===== src/rtl/pilot_divider_chain.sv =====
module pilot_divider_chain #(
  parameter int CNT_W = 8
) (
  input  logic             clk,
  input  logic             rst,
  input  logic             vco_en,
  input  logic             pilot_det,
  input  logic [CNT_W-1:0] hold_cycles,
  output logic             sub38,
  output logic             ref19_quad,
  output logic             ref19_inph,
  output logic             stereo_en
);

  logic [CNT_W-1:0] cnt;
  logic             edge19;
  logic             qualified;

  assign edge19    = vco_en & ~sub38 & ~ref19_quad;
  assign qualified = (cnt >= hold_cycles);
  assign stereo_en = pilot_det & qualified;

  always_ff @(posedge clk) begin
    if (rst) begin
      sub38      <= 1'b0;
      ref19_quad <= 1'b0;
      ref19_inph <= 1'b0;
    end else if (vco_en) begin
      sub38 <= ~sub38;
      if (!sub38) ref19_quad <= ~ref19_quad;
      else        ref19_inph <= ref19_quad;
    end
  end

  always_ff @(posedge clk) begin
    if (rst || !pilot_det)         cnt <= '0;
    else if (edge19 && !qualified) cnt <= cnt + 1'b1;
  end


  half_rate_chk: assert property (@(posedge clk) disable iff (rst)
    vco_en |=> sub38 != $past(sub38));


  quad_step_chk: assert property (@(posedge clk) disable iff (rst)
    (vco_en && !sub38) |=> ref19_quad != $past(ref19_quad));


  phase_lock_chk: assert property (@(posedge clk) disable iff (rst)
    sub38 ? (ref19_inph != ref19_quad) : (ref19_inph == ref19_quad));


  reset_state_chk: assert property (@(posedge clk)
    $past(rst) |-> (!sub38 && !ref19_quad && !ref19_inph && cnt == '0));


  idle_hold_chk: assert property (@(posedge clk) disable iff (rst)
    !vco_en |=> $stable({sub38, ref19_quad, ref19_inph}));

endmodule


===== config.mk =====
export PLATFORM = sky130hd
export DESIGN_NAME = pilot_divider_chain
export DESIGN_NICKNAME = d
export VERILOG_FILES = /design/src/rtl/pilot_divider_chain.sv
export SDC_FILE = /design/constraint.sdc
export NUM_CORES = 1
export LEC_CHECK = 0
export CORE_UTILIZATION = 48
export DETAILED_ROUTE_END_ITERATION = 16
export PLACE_DENSITY = 0.81
export SKIP_LAST_GASP = 1
export SLEW_MARGIN = 10
export SYNTH_ARGS = -nofsm -noshare
export SYNTH_HDL_FRONTEND = slang
export SYNTH_SLANG_ARGS = --single-unit
export TNS_END_PERCENT = 5

===== constraint.sdc =====
create_clock -name clk -period 2.56 [get_ports clk]
set_input_delay 0.256 -clock clk [delete_from_list [all_inputs] [get_ports clk]]
set_output_delay 0.256 -clock clk [all_outputs]
set_load 0.005 [all_outputs]

# After elaboration in Yosys (flattened, before gate mapping)
# Index checks and enable logic that the tools add are counted.
# op_classes
add_sub_neg	1
multipliers	0
div	0
order_cmp	1
eq_ne	0
shifts	0
muxes	0
bitwise	5
n_reduce_logical	6
# ops
op	count
8-bit by 1-bit adder with 8-bit output, second input constant	1
8-bit >= comparator	1
2-bit AND reduction	2
1-bit bitwise AND	3
1-bit zero test	2
1-bit inverter	2
1-bit logical AND	1
1-bit logical OR	1
# totals
register_bits	11
latch_bits	0
ramBits	0
romBits	0
out_inout_bits	4
word_cells	17
memories	0

# Logic depth before layout (Yosys ltp)
# logic_depth
ltp_word	4
mapped_depth	8

# Worst setup path after synthesis
# OpenSTA, ideal clock, no wires.
# synth_timing
path_type	reg2reg
from	register cnt[1]
to	register cnt[2]
setup_ns	0.070
arrival_time_ns	2.001
required_ns	2.490
slack_ns	0.489
path_stages_with_launch	8
period_less_slack_ns	2.071
path_cell_list	dfxtp_1 ha_1 or4_4 a21oi_2 o31ai_2 buf_6 or4_1 a21oi_1
# synth_between
elab_chain_cells	3
word_cells_on_any_way	4
cone_classes	add/sub: 1; order compare: 1; reduce/logical: 2
# synth_rtl
element	line_no	text
from (decl)	15	logic [CNT_W-1:0] cnt;
from (signal assigned)	37	else if (edge19 && !qualified) cnt <= cnt + 1'b1;
8-bit >= comparator	20	assign qualified = (cnt >= hold_cycles);
1-bit zero test	37	
1-bit logical AND	37	
# Parallel ways exist; a longest one is shown, timed or not.
# A chain may end at the register's enable or synchronous reset.

# Final worst setup path
# layout_timing
from	input port hold_cycles[1]
to	output port stereo_en
# layout_between
elab_chain_cells	2
# layout_rtl
element	line_no	text
from (decl)	8	input logic [CNT_W-1:0] hold_cycles,
8-bit >= comparator	20	
1-bit bitwise AND	21	assign stereo_en = pilot_det & qualified;
to (decl)	12	output logic stereo_en
# No other way between the ends.

==> impl_metrics.tcl <==
set metrics [dict create \
    synth_compound_area_frac 0.240 \
    synthMuxAreaShare 0 \
    p_total_mw 0.369 \
    routabilityCongestion 0.799 \
    holdPathStages 2 \
    drc 0 \
    netlist_area_um2 736 \
    dr.pass1.iters 4 \
    path_max_fanout 2 \
    slew_headroom 0.779 \
    grt.total_usage 0.238 \
    nets 130 \
    finalCriticalPeriod_ns 2.43 \
    finalSetupViolCount 0 \
    grt_max_degree 11 \
    whs_ns 0.455 \
    io_buffers 15 \
    core_region_area_um2 1370 \
    r2r_start "cnt[2]$_SDFFE_PP0P_" \
    cts_resized 2 \
    p_per_area_nw_per_um2 389 \
    crit_path_top_delay_cell "or4_4" \
    clkTransAtPathRegs_ns 0.07 \
    ant_nets 0 \
    ir_drop_v 0.000234 \
    drv_slew 0 \
    ys_warn_count 0 \
    place_area_um2 916 \
    syn-num-nets 109 \
    finalWirelength_um 1760 \
    final_layout_size_suffix_gt1_frac 0.102 \
    antennaDiodeCount 0 \
    initial_utilization 0.538 \
    antenna_found_initial 0 \
    max-clock-path-buffers 2 \
    fmax_ghz 0.412 \
    cts_tree "yes" \
    drv_cap 0 \
    synth.avg_cell_area_um2 8.36 \
    period_share 0.948 \
    arrival_ns 2.17 \
    worstMarginPinSlew_ns 0.331 \
    final_common_cell "clkdlybuf4s50_1" \
    fin_skew_ns 0.00600 \
    synth-seq-cells 11 \
    dieArea_um2 1690 \
    clock_sinks 11 \
    syn_to_final_growth_pct 28.9 \
    drt_iter0_drc 23 \
    hold_end "ref19_inph$_SDFFE_PP0P_" \
    grt-ovfl-total 0 \
    vias_per_cell 5.95 \
    rows 13 \
    postCtsSetupBuffers 0 \
    cts_made_buffers 3 \
    final_cell_mix "clkdlybuf4s50_1, inv_1, a21oi_1, dfxtp_1, ha_1" \
    dr_total_vias 732 \
    synth.distinct_cells 26 \
    die_x_um 41.2 \
    rsz0062_at_grt "false" \
    ys_seq_area_frac 0.299 \
    outcome "completed" \
    final_cell_area_um2 948 \
    insertion_delay_ns 0.28 \
    min_path_type "reg2reg" \
    die_h_um 41.2 \
    crit_required_ns 2.30 \
    p_leak_nw 0.391 \
    cp_num_buf_inv 3 \
    cp_cell_sequence "clkdlybuf4s50_1 -> inv_1 -> ha_1 -> or4_4 -> a21oi_4 -> o31ai_2 -> o21a_1 -> dlygate4sd2_1" \
    grt_pass1_wl_um 2550 \
    endpoint_kind "primary output" \
    cts-root-buf "clkbuf_4" \
    reg2regPathDepth 7 \
    final_util 0.694 \
    crit_type "in2out" \
    reg2reg_slack_ns 0.26 \
    grt_pass1_vias 566 \
    synth_top_family_by_area "compound AO/OA/AOI/OAI gates" \
    hold_viol 0 \
    hold_start "ref19_inph$_SDFFE_PP0P_" \
    startpoint_type "input pin" \
    io_pins 16 \
    timing.rr.end "cnt[7]$_SDFFE_PP0P_" \
    wl_per_cell_um 14.3 \
    postSynthCellCount 88 \
    synth-xor-area-share 0.0119 \
    synth-adder-area-share 0.153 \
    cpPeakStageDelay_ns 0.54 \
    cts_htree_levels 1 \
    synth-simple-area-share 0.214 \
    dpl.hpwl_um 1370 \
    cts_hold_buf 0 \
    critPathTopFamily "buffers and inverters" \
]
-- flip-flops by register name, indices dropped and copies added, names as in the netlist --
| signal | flops |
|---|---|
| cnt | 8 |
| sub38 | 1 |
| ref19_quad | 1 |
| ref19_inph | 1 |
-- layer usage --
layer | part of all wire | GRT usage | vias to the layer above
li1 | - | - | 367
met1 | 0.44 | 0.279 | 339
met2 | 0.50 | 0.414 | 24
met3 | 0.054 | 0.0978 | 2
met4 | 0.0063 | 0.0242 | 0
met5 | 0 | 0 | -
-- how the worst max path moves through the flow --
stage | from | end | cells past startpoint
2_1_floorplan | cnt[1]$_SDFFE_PP0P_ | cnt[2]$_SDFFE_PP0P_ | 7
3_3_place_gp | hold_cycles[1] | cnt[3]$_SDFFE_PP0P_ | 9
3_5_place_dp | hold_cycles[1] | cnt[7]$_SDFFE_PP0P_ | 9
4_1_cts | hold_cycles[1] | stereo_en | 8
5_1_grt | hold_cycles[2] | stereo_en | 8
6_report | hold_cycles[1] | stereo_en | 8
-- cells in the mapped netlist (all sizes together) --
library cell / number / area [um^2]
a21o: 1 / 7.51
a21oi: 13 / 72.6
and2: 1 / 6.26
buf: 2 / 15.0
clkbuf: 1 / 3.75
dfxtp: 11 / 220
ha: 9 / 113
inv: 11 / 41.3
nand2: 4 / 15.0
nand2b: 2 / 12.5
nand3: 6 / 30.0
nand4: 2 / 12.5
nor2: 1 / 3.75
o21a: 2 / 15.0
o21ai: 3 / 15.0
o31a: 1 / 8.76
o31ai: 7 / 57.6
or2: 1 / 6.26
or3: 1 / 6.26
or3b: 1 / 8.76
or4: 7 / 56.3
xnor2: 1 / 8.76
-- per-stage QoR --
step	setup WS (ns)	setup TNS (ns)	cells
finish	0.134	0	123
global route	0.0359	0	123
floorplan	0.489	0	88
detailed placement	-0.105	-0.478	119
CTS	0.144	0	123
global placement	-0.0355	-0.107	119
-- where the power goes --
part	switching, mW	internal (mW)
Combinational	0.0278	0.0359
Clock	0.0637	0.0606
Sequential	0.00546	0.176
Total	0.0969	0.272
-- worst reg2reg max path, cell delays in order, from the launching register on --
cell,delay (ns)
dfxtp_1,0.42
ha_1,0.26
or3_1,0.34
a21oi_1,0.23
o31ai_2,0.13
buf_4,0.18
or4_1,0.51
a21oi_1,0.17
-- final cells by class --
cell class	count	area, um^2
Multi-Input combinational cell	63	463
Fill cell	119	418
Inverter	11	41.3
Sequential cell	11	220
Tap cell	15	18.8
Timing Repair Buffer	19	179
Clock buffer	4	26.3
-- cell families after synthesis --
| kind of cell | after synthesis |
|---|---|
| compound gates | 27 |
| simple gates | 26 |
| buf+inv | 14 |
| flops | 11 |
| fa+ha+maj | 9 |
| xor+xnor | 1 |
No activity file was read; power rests on OpenSTA's default activity.
